**src/rtl/bkpt_pkg.sv**
```systemverilog
package bkpt_pkg;

    typedef enum logic [1:0] {
        SEL_ADDR_HI = 2'd0,
        SEL_ADDR_LO = 2'd1,
        SEL_CTRL    = 2'd2,
        SEL_STAT    = 2'd3
    } reg_sel_e;

    localparam int CTRL_EN_BIT    = 0;
    localparam int CTRL_PULSE_BIT = 1;
    localparam int STAT_HIT_BIT   = 0;

    typedef struct packed {
        logic pulse;
        logic en;
    } ctrl_t;

endpackage

```
**src/rtl/bkpt_regs.sv**
```systemverilog
module bkpt_regs
    import bkpt_pkg::*;
#(
    parameter int ADDR_W = 16
) (
    input  logic                clk_i,
    input  logic                rst_ni,
    input  logic                we_i,
    input  logic [1:0]          sel_i,
    input  logic [ADDR_W/2-1:0] wdata_i,
    output logic [ADDR_W-1:0]   bp_addr_o,
    output ctrl_t               ctrl_o,
    output logic                kill_o,
    output logic                stat_clr_o
);
    localparam int HALF_W = ADDR_W / 2;

    typedef struct packed {
        logic [HALF_W-1:0] hi_stage;
        logic [ADDR_W-1:0] addr;
        ctrl_t             ctrl;
    } regs_t;

    regs_t    regs_d, regs_q;
    reg_sel_e sel;

    always_comb begin
        sel        = reg_sel_e'(sel_i);
        regs_d     = regs_q;
        kill_o     = 1'b0;
        stat_clr_o = 1'b0;
        if (we_i) begin
            unique case (sel)
                SEL_ADDR_HI: regs_d.hi_stage = wdata_i;
                SEL_ADDR_LO: regs_d.addr     = {regs_q.hi_stage, wdata_i};
                SEL_CTRL: begin
                    regs_d.ctrl.en    = wdata_i[CTRL_EN_BIT];
                    regs_d.ctrl.pulse = wdata_i[CTRL_PULSE_BIT];
                    kill_o            = ~wdata_i[CTRL_EN_BIT];
                end
                SEL_STAT:    stat_clr_o = wdata_i[STAT_HIT_BIT];
                default:     regs_d = regs_q;
            endcase
        end
    end

    always_ff @(posedge clk_i or negedge rst_ni) begin
        if (!rst_ni) begin
            regs_q <= '0;
        end else begin
            regs_q <= regs_d;
        end
    end

    assign bp_addr_o = regs_q.addr;
    assign ctrl_o    = regs_q.ctrl;

endmodule

```
**src/rtl/bkpt_cmp.sv**
```systemverilog
module bkpt_cmp #(
    parameter int ADDR_W = 16,
    parameter int LANE_W = 8
) (
    input  logic [ADDR_W-1:0] addr_i,
    input  logic              addr_vld_i,
    input  logic [ADDR_W-1:0] bp_addr_i,
    input  logic              en_i,
    output logic              hit_o
);
    localparam int LANES = ADDR_W / LANE_W;

    logic [LANES-1:0] lane_eq;

    for (genvar g = 0; g < LANES; g++) begin : g_lane
        assign lane_eq[g] = (addr_i[g*LANE_W +: LANE_W] == bp_addr_i[g*LANE_W +: LANE_W]);
    end

    always_comb begin
        hit_o = addr_vld_i & en_i & (&lane_eq);
    end

endmodule

```
**src/rtl/bkpt_shaper.sv**
```systemverilog
module bkpt_shaper #(
    parameter int PULSE_LEN = 8
) (
    input  logic clk_i,
    input  logic rst_ni,
    input  logic hit_i,
    input  logic pulse_mode_i,
    input  logic kill_i,
    input  logic stat_clr_i,
    output logic bkpt_o,
    output logic sticky_o
);
    localparam int CNT_W = (PULSE_LEN > 1) ? $clog2(PULSE_LEN) : 1;
    localparam logic [CNT_W-1:0] RELOAD = CNT_W'(PULSE_LEN - 1);

    typedef struct packed {
        logic             out;
        logic [CNT_W-1:0] rem;
        logic             sticky;
    } shp_t;

    shp_t shp_d, shp_q;

    always_comb begin
        shp_d = shp_q;
        if (kill_i) begin
            shp_d.out = 1'b0;
            shp_d.rem = '0;
        end else if (!pulse_mode_i) begin
            shp_d.out = hit_i;
            shp_d.rem = '0;
        end else if (shp_q.out) begin
            if (shp_q.rem == '0) begin
                shp_d.out = 1'b0;
            end else begin
                shp_d.rem = shp_q.rem - 1'b1;
            end
        end else if (hit_i) begin
            shp_d.out = 1'b1;
            shp_d.rem = RELOAD;
        end

        if (hit_i) begin
            shp_d.sticky = 1'b1;
        end else if (stat_clr_i) begin
            shp_d.sticky = 1'b0;
        end
    end

    always_ff @(posedge clk_i or negedge rst_ni) begin
        if (!rst_ni) begin
            shp_q <= '0;
        end else begin
            shp_q <= shp_d;
        end
    end

    assign bkpt_o   = shp_q.out;
    assign sticky_o = shp_q.sticky;

endmodule

```
**src/rtl/bkpt_watch.sv**
```systemverilog
module bkpt_watch
    import bkpt_pkg::*;
#(
    parameter int ADDR_W    = 16,
    parameter int PULSE_LEN = 8
) (
    input  logic                clk_i,
    input  logic                rst_ni,
    input  logic [ADDR_W-1:0]   addr_i,
    input  logic                addr_vld_i,
    input  logic                reg_we_i,
    input  logic [1:0]          reg_sel_i,
    input  logic [ADDR_W/2-1:0] reg_wdata_i,
    output logic                bkpt_o,
    output logic                hit_sticky_o
);
    localparam int HALF_W = ADDR_W / 2;

    logic [ADDR_W-1:0] bp_addr;
    ctrl_t             ctrl;
    logic              kill;
    logic              stat_clr;
    logic              hit;

    bkpt_regs #(.ADDR_W(ADDR_W)) u_regs (
        .clk_i      (clk_i),
        .rst_ni     (rst_ni),
        .we_i       (reg_we_i),
        .sel_i      (reg_sel_i),
        .wdata_i    (reg_wdata_i),
        .bp_addr_o  (bp_addr),
        .ctrl_o     (ctrl),
        .kill_o     (kill),
        .stat_clr_o (stat_clr)
    );

    bkpt_cmp #(.ADDR_W(ADDR_W), .LANE_W(HALF_W)) u_cmp (
        .addr_i     (addr_i),
        .addr_vld_i (addr_vld_i),
        .bp_addr_i  (bp_addr),
        .en_i       (ctrl.en),
        .hit_o      (hit)
    );

    bkpt_shaper #(.PULSE_LEN(PULSE_LEN)) u_shaper (
        .clk_i        (clk_i),
        .rst_ni       (rst_ni),
        .hit_i        (hit),
        .pulse_mode_i (ctrl.pulse),
        .kill_i       (kill),
        .stat_clr_i   (stat_clr),
        .bkpt_o       (bkpt_o),
        .sticky_o     (hit_sticky_o)
    );

endmodule

```
**config.mk**
```make
export PLATFORM = sky130hd
export DESIGN_NAME = bkpt_watch
export DESIGN_NICKNAME = d
export VERILOG_FILES = /design/src/rtl/bkpt_pkg.sv /design/src/rtl/bkpt_regs.sv /design/src/rtl/bkpt_cmp.sv /design/src/rtl/bkpt_shaper.sv /design/src/rtl/bkpt_watch.sv
export SDC_FILE = /design/constraint.sdc
export NUM_CORES = 1
export LEC_CHECK = 0
export BUFFER_PORTS_ARGS = -buffer_cell sky130_fd_sc_hd__clkbuf_2
export CAP_MARGIN = 0
export CORE_MARGIN = 2
export CORE_UTILIZATION = 61
export CTS_BUF_LIST = sky130_fd_sc_hd__clkbuf_8
export CTS_CLUSTER_SIZE = 24
export DETAILED_ROUTE_END_ITERATION = 12
export PLACE_DENSITY = 0.87
export RECOVER_POWER = 25
export SLEW_MARGIN = 20
export SYNTH_ARGS = -nofsm -noshare
export SYNTH_HDL_FRONTEND = slang
export SYNTH_HIERARCHICAL = 1
export SYNTH_SLANG_ARGS = --single-unit
```
**constraint.sdc**
```tcl
create_clock -name clk_i -period 4.5 [get_ports clk_i]
set_input_delay 0.9 -clock clk_i [delete_from_list [all_inputs] [get_ports clk_i]]
set_output_delay 0.9 -clock clk_i [all_outputs]
set_load 0.01 [all_outputs]
```
==> impl_metrics.csv <==
group,metric,value,unit
outcome,status,"finished, violations left",
outcome,violations,"max-capacitance violations, max-slew violations",
route,drtIter0Drc,13,
synthesis,avgSynthCellArea,12.9,µm²
placement,dp_slack,1750,ps
route,drc,0,
power,power,0.732,mW
global_routing,grt_util_met1,0.236,
cts,worstSkewPairLatency,280,ps
hold_path,hold_path.class,"flip-flop to flip-flop",
flow_run,maxCapViolations,1,
critical_path,cpLargestDelayFamily,"simple AND/OR/NAND/NOR gates",
cts,post-cts-setup-buffers,0,
die,die_area,3090,µm²
timing,fin_crit_sh,0.553,
cts,post_cts_resized,0,
cts,cts_inserted_buffers,5,
global_routing,overflow,0,
synthesis,ys_seq_area_frac,0.478,
finish,regArea,776,µm²
synthesis,async_flop_share,1.00,
critical_path,crit_path_top_delay_cell,"or4_1",
die,io_pins,32,
synthesis,synth_top_area_cell,"dfrtp_1",
critical_path,cp-end-kind,"flip-flop",
cts,ctsHoldBuffers,0,
synthesis,synth_cell_types,31,
timing,fin_skew,7.22,ps
critical_path,startpoint_type,"input port",
synthesis,ys.flop_type,"dfrtp_1",
timing,setup_viol,0,
critical_path,path_max_fanout,4,
cts,cts.sinks,31,
global_routing,grtUsageMet2,0.330,
critical_path,crit_required,4690,ps
route,ant_nets,0,
synthesis,yosysMostFrequentCell,"dfrtp_1",
timing,setup_slack,2010,ps
critical_path,critPathKind,"input port to flip-flop",
power,vdd_ir_drop_max,0.378,mV
placement,gp_congestion,0.730,
cts,cts.reportedPaths.clkPinSlew,70,ps
cts,clock_path_buffers,2,
route,via_per_inst,5.38,
finish,fillCellCount,179,
timing,fin_crit,2490,ps
placement,dp_hpwl,1980,µm
cts,cts_tree,"built",
die,core,2500,µm²
cts,h-tree-depth,2,
route,dr.pass1.iters,4,
die,start_util,0.649,
placement,port_buffers,31,
timing,finalHoldViolations,0,
timing,fin_hold_ws,508,ps
cts,cts-root-buf,"clkbuf_8",
synthesis,syn_nets,158,
timing,rsz0062_at_grt,"no",
timing,slew_viol_final,32,
critical_path,critPathBufInv,1,
global_routing,grt_most_used_layer,"met2",
synthesis,synth-seq-cells,31,
finish,multi_input_area,683,µm²
timing,relSlewSlack,-0.0633,
global_routing,antenna_found_initial,0,
die,rows,18,
die,die_y,55.6,µm
timing,fmax,402,MHz
route,wl,2650,µm
synthesis,ys_top_cells_by_count,"dfrtp_1, mux2_2, buf_4, xnor2_1",
finish,layout-drive-gt1-share,0.483,
synthesis,synthCells,126,
global_routing,grt_pass1_wl,4680,µm
synthesis,synth-edff-count,0,
global_routing,grt_util_met3,0.0749,
critical_path,cp_cell_sequence,"clkbuf_2, xnor2_1, nand4_1, or4_1, nor4_2, nor2b_1, a211oi_1, a311oi_1",
synthesis,yosys_warnings,6,
power,power.leakage,0.809,nW
finish,areaGrowthSynthToFinish,8.64,%
timing,tightest_slew,1590,ps
synthesis,synth.area.top_cells,"dfrtp_1, mux2_2, buf_4, xnor2_1, xor2_1",
global_routing,grt_pass1_vias,1048,
timing,setup_tns,0,ps
critical_path,arrival,2680,ps
critical_path,slowest_delay,550,ps
synthesis,netlist_area,1620,µm²
die,die_x,55.6,µm
route,vias,941,
finish,diodes,0,
global_routing,grt_max_degree,32,
global_routing,grt_usage,0.199,
route,wl_per_cell,15.1,µm
finish,nNetsFinal,176,
synthesis,synth_top_area_frac,0.478,
power,p_per_area,415,nW/µm²
cell usage in the layout (no fill, tap or decap):
cell type	Yosys	final
or4_1	1	1
nand4_1	3	3
nor3_1	1	1
ha_1	2	2
clkbuf_8	0	7
nor2b_2	1	1
a211oi_2	1	1
dfrtp_1	31	31
inv_1	3	4
a21oi_1	2	2
mux2_4	1	1
a211oi_1	1	1
a311oi_1	2	2
nor2_1	2	2
nand2_1	2	2
and4_2	1	1
a31oi_1	1	1
mux2_2	26	26
nand3_1	1	1
or2b_1	1	1
nand3b_4	1	1
xor2_1	3	3
xnor2_1	13	13
nand3b_1	1	1
clkbuf_1	0	1
nor4_2	1	1
nor3b_4	1	1
clkbuf_2	0	30
nor2b_1	1	1
a21o_1	1	1
nand2b_1	1	1
final cells by class:
| class | instances | area share |
|---|---|---|
| multi-input combinational | 72 | 0.388 |
| inverter | 3 | 0.00639 |
| clock inverter | 1 | 0.00213 |
| sequential | 31 | 0.440 |
| timing repair buffer | 31 | 0.0874 |
| tap | 30 | 0.0213 |
| clock buffer | 7 | 0.0547 |
worst register-to-register path, delay by kind of cell, from the launching register on:
kind,cells,cell delay [ps]
and+or+nand+nor,4,1270
DFF,1,390
AOI/OAI and AO/OA,2,280
xor gates and xnor gates,1,180
report_power, final:
part	switching, mW	leakage [nW]	internal, mW
Combinational	0.0478	0.375	0.0794
Sequential	0.0341	0.379	0.333
Clock	0.101	0.0557	0.137
path summary, 6_finish.rpt:
kind	start	endpoint	slack, ps	depth (start not counted)
max	addr_i[2]	u_shaper/shp_q[1]$_DFFE_PN0P_	2010	8
min	u_regs/regs_q[19]$_DFFE_PN0P_	u_regs/regs_q[19]$_DFFE_PN0P_	510	1
max reg2reg	u_regs/bp_addr_o[2]$_DFFE_PN0P_	u_shaper/shp_q[1]$_DFFE_PN0P_	2290	7
min reg2reg	u_regs/regs_q[19]$_DFFE_PN0P_	u_regs/regs_q[19]$_DFFE_PN0P_	510	1
max in group asynchronous	rst_ni	u_regs/regs_q[19]$_DFFE_PN0P_	2560	1
min in group asynchronous	rst_ni	u_regs/ctrl_o[0]$_DFFE_PN0P_	1010	1
sequential cells by signal, indices dropped and copies added, names as in the netlist:
signal and cells:
u_regs/bp_addr_o 16, u_regs/ctrl_o 2, u_regs/regs_q 8, u_shaper/bkpt_o 1, u_shaper/shp_q 3, u_shaper/sticky_o 1
layer usage:
| layer | part of all wire | up-vias |
|---|---|---|
| li1 | - | 454 |
| met1 | 0.43 | 460 |
| met2 | 0.50 | 22 |
| met3 | 0.053 | 5 |
| met4 | 0.016 | 0 |
| met5 | 0 | - |
per-stage QoR:
stage               cells  instance area (µm²)   util
floorplan             126                 1620      -
global placement      167                 1660  0.665
detailed placement    167                 1660  0.665
CTS                   175                 1760  0.705
global route          175                 1760  0.705
finish                175                 1760  0.705
logic make-up after synthesis:
logic type,after synthesis,share of synthesized area
DFF,31,0.478
adders and majority gates,2,0.0154
buffers and inverters,23,0.100
AOI/OAI and AO/OA,8,0.0378
muxes,27,0.190
xor gates and xnor gates,16,0.0864
and+or+nand+nor,19,0.0918
No activity file was read; power rests on OpenSTA's default activity.
